--- config.mk ---
export PLATFORM = sky130hd
export DESIGN_NAME = spi_flash_front
export DESIGN_NICKNAME = d
export VERILOG_FILES = /design/src/rtl/sfe_pkg.sv /design/src/rtl/sfe_sync.sv /design/src/rtl/sfe_ctrl.sv /design/src/rtl/sfe_dp.sv /design/src/rtl/spi_flash_front.sv
export SDC_FILE = /design/constraint.sdc
export NUM_CORES = 2
export LEC_CHECK = 0
export CAP_MARGIN = 20
export CORE_UTILIZATION = 41
export CTS_CLUSTER_DIAMETER = 50
export DETAILED_ROUTE_END_ITERATION = 8
export DONT_BUFFER_PORTS = 1
export SLEW_MARGIN = 10
export SYNTH_ARGS = -nofsm -noshare
export SYNTH_HDL_FRONTEND = slang
export SYNTH_HIERARCHICAL = 1
export SYNTH_SLANG_ARGS = --single-unit
export TNS_END_PERCENT = 30
--- constraint.sdc ---
create_clock -name clk -period 7.4 [get_ports clk]
set_input_delay 1.85 -clock clk [delete_from_list [all_inputs] [get_ports clk]]
set_output_delay 1.85 -clock clk [all_outputs]
set_load 0.02 [all_outputs]
--- src/rtl/sfe_pkg.sv ---
package sfe_pkg;

  localparam logic [7:0] OP_PAGE_RD    = 8'h52;
  localparam logic [7:0] OP_BUF_RD     = 8'h54;
  localparam logic [7:0] OP_STATUS     = 8'h57;
  localparam logic [7:0] OP_BUF_WR     = 8'h84;
  localparam logic [7:0] OP_PROG_THRU  = 8'h82;
  localparam logic [7:0] OP_XFER       = 8'h53;
  localparam logic [7:0] OP_CMP        = 8'h60;
  localparam logic [7:0] OP_PROG_ERASE = 8'h83;
  localparam logic [7:0] OP_PROG_PLAIN = 8'h88;
  localparam logic [7:0] OP_PAGE_ERASE = 8'h81;
  localparam logic [7:0] OP_BLK_ERASE  = 8'h50;
  localparam logic [7:0] OP_REWRITE    = 8'h58;

  typedef enum logic [1:0] {SRC_BUF, SRC_ARRAY, SRC_STATUS} srcSel_t;

  typedef enum logic [2:0] {
    K_NONE, K_DROP, K_STATUS, K_BUFRD, K_PAGERD, K_BUFWR, K_PROGWR, K_CMD
  } kind_t;

  typedef struct packed {
    logic    shiftIn;
    logic    latchAddr;
    logic    loadPtr;
    logic    wrByte;
    logic    outStep;
    srcSel_t src;
  } strobe_t;

endpackage

--- src/rtl/sfe_sync.sv ---
module sfe_sync #(
  parameter int N = 3,
  parameter logic [N-1:0] RST_VAL = '0
) (
  input  logic         clk,
  input  logic         rstN,
  input  logic [N-1:0] asyncIn,
  output logic [N-1:0] syncOut
);
  for (genvar g = 0; g < N; g++) begin : gStage
    logic meta;
    logic stable;
    always_ff @(posedge clk or negedge rstN) begin
      if (!rstN) begin
        meta   <= RST_VAL[g];
        stable <= RST_VAL[g];
      end else begin
        meta   <= asyncIn[g];
        stable <= meta;
      end
    end
    assign syncOut[g] = stable;
  end
endmodule

--- src/rtl/sfe_ctrl.sv ---
module sfe_ctrl import sfe_pkg::*; #(
  parameter int CNT_W = 7
) (
  input  logic       clk,
  input  logic       rstN,
  input  logic       csS,
  input  logic       csFall,
  input  logic       csRise,
  input  logic       sckS,
  input  logic       sckRise,
  input  logic       sckFall,
  input  logic       siS,
  input  logic [6:0] inTail,
  input  logic       seqBusy,
  output strobe_t    stb,
  output logic       cmdValid,
  output logic [7:0] cmdOp,
  output logic       modeHigh
);
  localparam logic [CNT_W-1:0] CNT_MAX = '1;
  localparam logic [CNT_W-1:0] OP_LAST = CNT_W'(7);
  localparam logic [CNT_W-1:0] AD_LAST = CNT_W'(31);
  localparam logic [CNT_W-1:0] AD_DONE = CNT_W'(32);

  logic [CNT_W-1:0] bitCnt;
  logic [CNT_W-1:0] hdrLast;
  kind_t            kind;
  kind_t            newKind;
  logic [7:0]       opReg;
  logic [2:0]       dataCnt;
  logic             dataPhase;
  logic             outActive;

  wire [7:0] newOp    = {inTail, siS};
  wire       liveRise = sckRise & ~csS;
  wire       isRead   = (kind == K_BUFRD) || (kind == K_PAGERD);
  wire       isWrite  = (kind == K_BUFWR) || (kind == K_PROGWR);
  wire       hdrDone  = liveRise && (isRead || isWrite) && (bitCnt == hdrLast);
  wire       issuable = (kind == K_CMD) || (kind == K_PROGWR);

  always_comb begin
    newKind = K_DROP;
    if (newOp == OP_STATUS) begin
      newKind = K_STATUS;
    end else if (!seqBusy) begin
      case (newOp)
        OP_PAGE_RD:   newKind = K_PAGERD;
        OP_BUF_RD:    newKind = K_BUFRD;
        OP_BUF_WR:    newKind = K_BUFWR;
        OP_PROG_THRU: newKind = K_PROGWR;
        OP_XFER, OP_CMP, OP_PROG_ERASE, OP_PROG_PLAIN,
        OP_PAGE_ERASE, OP_BLK_ERASE, OP_REWRITE: newKind = K_CMD;
        default:      newKind = K_DROP;
      endcase
    end
  end

  always_comb begin
    case (kind)
      K_PAGERD: hdrLast = CNT_W'(63);
      K_BUFRD:  hdrLast = CNT_W'(39);
      default:  hdrLast = AD_LAST;
    endcase
  end

  always_comb begin
    stb.shiftIn   = liveRise;
    stb.latchAddr = liveRise && (bitCnt == AD_LAST);
    stb.loadPtr   = hdrDone;
    stb.wrByte    = liveRise && dataPhase && (dataCnt == 3'd7);
    stb.outStep   = sckFall && !csS && outActive;
    case (kind)
      K_PAGERD: stb.src = SRC_ARRAY;
      K_STATUS: stb.src = SRC_STATUS;
      default:  stb.src = SRC_BUF;
    endcase
  end

  always_ff @(posedge clk or negedge rstN) begin
    if (!rstN) begin
      bitCnt    <= '0;
      kind      <= K_NONE;
      opReg     <= '0;
      dataCnt   <= '0;
      dataPhase <= 1'b0;
      outActive <= 1'b0;
      cmdValid  <= 1'b0;
      cmdOp     <= '0;
      modeHigh  <= 1'b1;
    end else begin
      cmdValid <= 1'b0;
      if (csFall) modeHigh <= sckS;
      if (csRise && issuable && (bitCnt >= AD_DONE)) begin
        cmdValid <= 1'b1;
        cmdOp    <= opReg;
      end
      if (csS) begin
        bitCnt    <= '0;
        kind      <= K_NONE;
        dataCnt   <= '0;
        dataPhase <= 1'b0;
        outActive <= 1'b0;
      end else if (liveRise) begin
        if (bitCnt != CNT_MAX) bitCnt <= bitCnt + 1'b1;
        if (bitCnt == OP_LAST) begin
          opReg <= newOp;
          kind  <= newKind;
          if (newKind == K_STATUS) outActive <= 1'b1;
        end
        if (hdrDone) begin
          if (isRead) outActive <= 1'b1;
          else        dataPhase <= 1'b1;
        end
        if (dataPhase) dataCnt <= dataCnt + 1'b1;
      end
    end
  end
endmodule

--- src/rtl/sfe_dp.sv ---
module sfe_dp import sfe_pkg::*; #(
  parameter int PAGE_BYTES = 264,
  parameter int PG_W = 9,
  parameter int OF_W = 9,
  parameter logic [2:0] DENSITY = 3'b001
) (
  input  logic               clk,
  input  logic               rstN,
  input  strobe_t            stb,
  input  logic               siS,
  input  logic               csS,
  input  logic               seqBusy,
  input  logic               cmpMismatch,
  output logic [6:0]         inTail,
  output logic [PG_W-1:0]    pageAddr,
  output logic [OF_W-1:0]    byteAddr,
  output logic [PG_W+OF_W-1:0] arrAddr,
  input  logic [7:0]         arrData,
  input  logic               seqBufWe,
  input  logic [OF_W-1:0]    seqBufAddr,
  input  logic [7:0]         seqBufWdata,
  output logic [7:0]         seqBufRdata,
  output logic               misoBit,
  output logic               misoEn
);
  localparam int AW = PG_W + OF_W;
  localparam logic [OF_W-1:0] SIZE = OF_W'(PAGE_BYTES);
  localparam logic [OF_W-1:0] LAST = OF_W'(PAGE_BYTES - 1);

  logic [AW-2:0]   shiftReg;
  logic [AW-1:0]   addrReg;
  logic [OF_W-1:0] ptr;
  logic [OF_W-1:0] rawOfs;
  logic [OF_W-1:0] ptrLoad;
  logic [OF_W-1:0] ptrInc;
  logic [2:0]      idx;
  logic [7:0]      byteNow;
  logic [7:0]      bufMem [PAGE_BYTES];

  wire [AW-1:0] addrNext = {shiftReg, siS};
  wire [7:0]    dataByte = {shiftReg[6:0], siS};
  wire          seqOk    = seqBufAddr < SIZE;

  assign inTail   = shiftReg[6:0];
  assign pageAddr = addrReg[OF_W +: PG_W];
  assign byteAddr = addrReg[OF_W-1:0];
  assign arrAddr  = {addrReg[OF_W +: PG_W], ptr};
  assign seqBufRdata = seqOk ? bufMem[seqBufAddr] : 8'h00;

  always_comb begin
    rawOfs  = stb.latchAddr ? addrNext[OF_W-1:0] : addrReg[OF_W-1:0];
    ptrLoad = (rawOfs >= SIZE) ? rawOfs - SIZE : rawOfs;
    ptrInc  = (ptr == LAST) ? '0 : ptr + 1'b1;
    case (stb.src)
      SRC_ARRAY:  byteNow = arrData;
      SRC_STATUS: byteNow = {~seqBusy, cmpMismatch, DENSITY, 3'b000};
      default:    byteNow = bufMem[ptr];
    endcase
  end

  always_ff @(posedge clk) begin
    if (stb.wrByte)             bufMem[ptr] <= dataByte;
    else if (seqBufWe && seqOk) bufMem[seqBufAddr] <= seqBufWdata;
  end

  always_ff @(posedge clk or negedge rstN) begin
    if (!rstN) begin
      shiftReg <= '0;
      addrReg  <= '0;
      ptr      <= '0;
      idx      <= '0;
      misoBit  <= 1'b0;
      misoEn   <= 1'b0;
    end else begin
      if (stb.shiftIn)   shiftReg <= addrNext[AW-2:0];
      if (stb.latchAddr) addrReg  <= addrNext;
      if (stb.loadPtr)
        ptr <= ptrLoad;
      else if (stb.wrByte || (stb.outStep && idx == 3'd7 && stb.src != SRC_STATUS))
        ptr <= ptrInc;
      if (csS) begin
        misoEn <= 1'b0;
        idx    <= '0;
      end else if (stb.outStep) begin
        misoBit <= byteNow[~idx];
        misoEn  <= 1'b1;
        idx     <= idx + 1'b1;
      end
    end
  end
endmodule

--- src/rtl/spi_flash_front.sv ---
module spi_flash_front import sfe_pkg::*; #(
  parameter int PAGE_BYTES = 264,
  parameter int PG_W = 9,
  parameter int OF_W = 9,
  parameter logic [2:0] DENSITY = 3'b001,
  parameter int CNT_W = 7
) (
  input  logic                 clk,
  input  logic                 rstN,
  input  logic                 spiSck,
  input  logic                 spiCsN,
  input  logic                 spiSi,
  output logic                 spiSo,
  output logic                 spiSoEn,
  output logic                 idleHighMode,
  input  logic                 seqBusy,
  input  logic                 cmpMismatch,
  output logic                 cmdValid,
  output logic [7:0]           cmdOp,
  output logic [PG_W-1:0]      cmdPage,
  output logic [OF_W-1:0]      cmdOffset,
  output logic [PG_W+OF_W-1:0] arrAddr,
  input  logic [7:0]           arrData,
  input  logic                 seqBufWe,
  input  logic [OF_W-1:0]      seqBufAddr,
  input  logic [7:0]           seqBufWdata,
  output logic [7:0]           seqBufRdata
);
  logic [2:0] pinsS;
  logic       sckD;
  logic       csD;
  logic [6:0] inTail;
  strobe_t    stb;

  sfe_sync #(.N(3), .RST_VAL(3'b011)) u_sync (
    .clk(clk), .rstN(rstN),
    .asyncIn({spiSi, spiCsN, spiSck}),
    .syncOut(pinsS)
  );

  wire sckS = pinsS[0];
  wire csS  = pinsS[1];
  wire siS  = pinsS[2];

  always_ff @(posedge clk or negedge rstN) begin
    if (!rstN) begin
      sckD <= 1'b1;
      csD  <= 1'b1;
    end else begin
      sckD <= sckS;
      csD  <= csS;
    end
  end

  wire sckRise = sckS & ~sckD;
  wire sckFall = ~sckS & sckD;
  wire csFall  = ~csS & csD;
  wire csRise  = csS & ~csD;

  sfe_ctrl #(.CNT_W(CNT_W)) u_ctrl (
    .clk(clk), .rstN(rstN), .csS(csS), .csFall(csFall), .csRise(csRise),
    .sckS(sckS), .sckRise(sckRise), .sckFall(sckFall), .siS(siS),
    .inTail(inTail), .seqBusy(seqBusy), .stb(stb),
    .cmdValid(cmdValid), .cmdOp(cmdOp), .modeHigh(idleHighMode)
  );

  sfe_dp #(.PAGE_BYTES(PAGE_BYTES), .PG_W(PG_W), .OF_W(OF_W), .DENSITY(DENSITY)) u_dp (
    .clk(clk), .rstN(rstN), .stb(stb), .siS(siS), .csS(csS),
    .seqBusy(seqBusy), .cmpMismatch(cmpMismatch), .inTail(inTail),
    .pageAddr(cmdPage), .byteAddr(cmdOffset), .arrAddr(arrAddr), .arrData(arrData),
    .seqBufWe(seqBufWe), .seqBufAddr(seqBufAddr), .seqBufWdata(seqBufWdata),
    .seqBufRdata(seqBufRdata), .misoBit(spiSo), .misoEn(spiSoEn)
  );
endmodule

==> results list <==
- The flow ran to the end, but the final reports show violations.
- The checks that failed: DRC, setup timing.
- Summed over all nets, the switching power comes to 0.00694 W.
- VDD sags by at most 0.000271 V.
- Area delta synth->final: 14.2%
- In the global route stage, overall resource usage came out at 27.6%.
* Number of buffer cells added on primary ports: 0
- Biggest area contributors in the synthesized netlist: sky130_fd_sc_hd__edfxtp_1 61%, sky130_fd_sc_hd__mux4_2 24%, sky130_fd_sc_hd__mux2i_1 2.8%
- Clk pin slew, worst setup/hold paths: 0.05 ns
- LEAKAGE: 37.0 nW
- Std cell rows: 184
- Clock buffer depth: 4
- The die covers 0.255 mm².
* Largest fanout of any net on the critical path: 532
- # nets final: 5,812
- For the worst setup path, the data arrival time is 5.59 ns.
- Routed via count divided by cell count: 6.71
- Overall die height: 505 µm
* Max Cap Viol: 0
- Clock buffer count from CTS: 276
- Net switching is 23.1% of the power.
- Vias after detailed routing: 62.5k
- Transition time at the pin with the least slew margin: 1.32 ns
- Final global-route overflow total: 0
* GP Congestion: 0.904
- DRC errors left: 54
- Max Fclk: 134 MHz
- Setup violations remaining at the end of the flow were counted as 1.
- Die Wd: 505 µm
* Cell type contributing the most total cell area after synthesis: sky130_fd_sc_hd__edfxtp_1
* Worst Setup Start Kind: input pin
* DRC marker count from the first detailed-route iteration: 9,650
- Detailed placement ended at an HPWL of 217,000 µm.
- Number of nets in the synthesized netlist: 5,528
* Min Hold Slack: 0.348 ns
* Final min period: 7.44 ns
- TritonCTS Sinks: 2,202
* Commonest cells post-synth: 2,112 x sky130_fd_sc_hd__edfxtp_1, 1,095 x sky130_fd_sc_hd__mux4_2, 354 x sky130_fd_sc_hd__nor2_1
* Fraction of final layout cells sized beyond drive strength 1: 34.7%
- The Yosys step of the flow raised 6 warnings.
* Wire length reported by the detailed router: 355,000 µm
- At the worst endpoint, the required time is 5.55 ns.
- Post-CTS timing repair inserted 0 buffers for setup.
* Worst-Skew Late Latency: 0.96 ns
- Antenna violations before repair: 27
- TritonCTS clock tree: built
- Each instance of the synthesized netlist takes up on average 18.9 µm².
* H-tree lvl count: 5
- Dominant register cell in the synthesized netlist: sky130_fd_sc_hd__edfxtp_1
- Measured against its own limit, the worst slew margin works out to 11.7%.
- Per report_power, the combinational group accounts for 7.1% of the total.
* Period Utilization, post-route: 101%
- Entering global routing, the biggest net connects 533 pins.
- Wirelength per Cell: 38.1 µm
- Vias in the first global route: 61.6k
- In this run the standard cell core region covers 0.252 mm².
* Register bit total from synthesis: 2,202
- Post-synthesis instance area: 0.104 mm²
- Worst-case setup margin in the final layout: -0.0410 ns
- The pre-antenna-repair detailed-routing pass consisted of 9 iterations.
- Final ANT Viol Nets: 0
- The number of hold violations in the final report came to 0.
* Setup repair after global routing missed its margin: true
* Placement-stage worst setup slack: -1.95 ns
- In this run, distinct cell masters in the synthesized netlist total 83.
- Area share of the largest cell type after synthesis: 61.1%
- For this design the top-level I/O count stands at 89.
* Final setup skew: 0.0676 ns
- The share of total power dissipated in the clock network is 44.0%.
* Sequential group share of total power: 48.9%
- Root Buffer Master: sky130_fd_sc_hd__clkbuf_16
- The number of hold buffers added after CTS was 0.
- The tightest min-delay check is of the reg2reg type.
- Class of the most critical setup path: in2out
- The final-report max-slew violation count came to 0.
* Initial Util: 41.3%
- Of all flip-flops after synthesis, the portion carrying an async set or reset was 4.09%.
- The internal power of the cells totals 0.0231 W.
- The worst setup path is captured at an output port.
* Post-synthesis cell count: 5,485
- Most frequent cell after synthesis: sky130_fd_sc_hd__edfxtp_1
- In this run the power density over the cells is 253 mW/mm².
* Number of flops mapped to enable cells by yosys: 2,112
* Share of synthesized area occupied by flip-flops and latches: 63.3%
- Global-route wire length before repair: 492,000 µm
[layout by cell type (no fill, tap or decap), drive strengths merged, types with 57 or more instances in the layout]
cell type	n
dfrtp	83
edfxtp	2112
mux2i	290
nand2	241
a22oi	60
mux4	1095
mux2	57
clkbuf	331
o21ai	93
nor2	355
buf	447
clkinv	81
a21oi	124
[power groups by stage]
stage                     sequential (W)  combinational [W]  clock, W
after floorplan                   0.0150            0.00125         0
after global placement            0.0149            0.00200         0
after detailed placement          0.0149            0.00207         0
after CTS                         0.0147            0.00209    0.0133
after global routing              0.0147            0.00221    0.0138
final                             0.0147            0.00213    0.0132
[kinds of logic after synthesis]
logic type                 after synthesis  synth area share [%]
AOI/OAI and AO/OA                      529                  3.45
xor gates and xnor gates                10                0.0844
adders and majority gates               10                 0.121
buffers and inverters                  475                  2.43
DFF                                   2202                  63.3
muxes                                 1442                  27.2
and+or+nand+nor                        817                  3.48
[flip-flops by register name, indices dropped and copies added, names as in the netlist, 7 cells and up]
name           flops
u_ctrl/bitCnt      7
u_ctrl/cmdOp       8
u_ctrl/opReg       8
u_dp/addrReg      18
u_dp/bufMem     2112
u_dp/ptr           9
u_dp/shiftReg     17
[routing by layer]
| layer | part of all wire [%] | vias to the layer above | GRT usage, % |
|---|---|---|---|
| met1 | 37 | 33551 | 37.2 |
| met2 | 45 | 4287 | 41.2 |
| met4 | 5.1 | 6 | 13.2 |
| met3 | 12 | 805 | 8.03 |
| met5 | 0.0093 | - | 0 |
| li1 | - | 23882 | - |
[critical path: stages]
cell	delay, ns
sky130_fd_sc_hd__mux4_2	0.64
sky130_fd_sc_hd__mux4_2	0.60
sky130_fd_sc_hd__mux4_2	0.62
sky130_fd_sc_hd__mux2_2	0.40
sky130_fd_sc_hd__a21oi_1	0.41
sky130_fd_sc_hd__buf_4	0.19
sky130_fd_sc_hd__o22ai_1	0.08
sky130_fd_sc_hd__buf_4	0.20
[per-stage QoR]
step	total power, W	utilization [%]	cells	area, µm²	TNS (ns)
after floorplan	0.0163	-	5485	104000	0
after global placement	0.0169	43.5	8824	109000	-13.24
after detailed placement	0.0170	43.5	8827	109000	-13.24
after CTS	0.0301	47.1	9308	118000	-0.0153
after global routing	0.0307	47.1	9314	119000	-0.0439
final	0.0300	47.1	9326	119000	-0.0410
[path summary, 6_finish.rpt]
path / startpoint / to / slack, ns / depth (start not counted)
min in group asynchronous: rstN / u_ctrl/cmdValid$_DFF_PN0_ / 0.59 / 0
worst min-delay path: u_sync/gStage[2].meta$_DFF_PN0_ / u_sync/gStage[2].stable$_DFF_PN0_ / 0.35 / 0
worst max-delay path: seqBufAddr[1] / seqBufRdata[0] / -0.04 / 8
worst min register to register: u_sync/gStage[2].meta$_DFF_PN0_ / u_sync/gStage[2].stable$_DFF_PN0_ / 0.35 / 0
max in group asynchronous: rstN / u_sync/gStage[0].meta$_DFF_PN1_ / 6.60 / 0
worst max register to register: sckD$_DFF_PN1_ / u_dp/bufMem[256][4]$_DFFE_PP_ / 1.73 / 8
[area by class of cell]
| cell class | count | area (µm²) |
|---|---|---|
| Antenna cell | 14 | 35.0 |
| Clock buffer | 329 | 7260 |
| Clock inverter | 144 | 1470 |
| Fill cell | 20836 | 133000 |
| Inverter | 27 | 106 |
| Multi-Input combinational cell | 2808 | 35900 |
| Sequential cell | 2202 | 65700 |
| Tap cell | 3348 | 4190 |
| Timing Repair Buffer | 454 | 3890 |
[what timing repair did]
item | in CTS | in global routing
gates cloned | 8 | 1
setup endpoints to repair | 8 | 8
endpoints found under the hold margin | 0 | 0
resized for setup | 2 | 5
(Power assumes the default switching activity.)
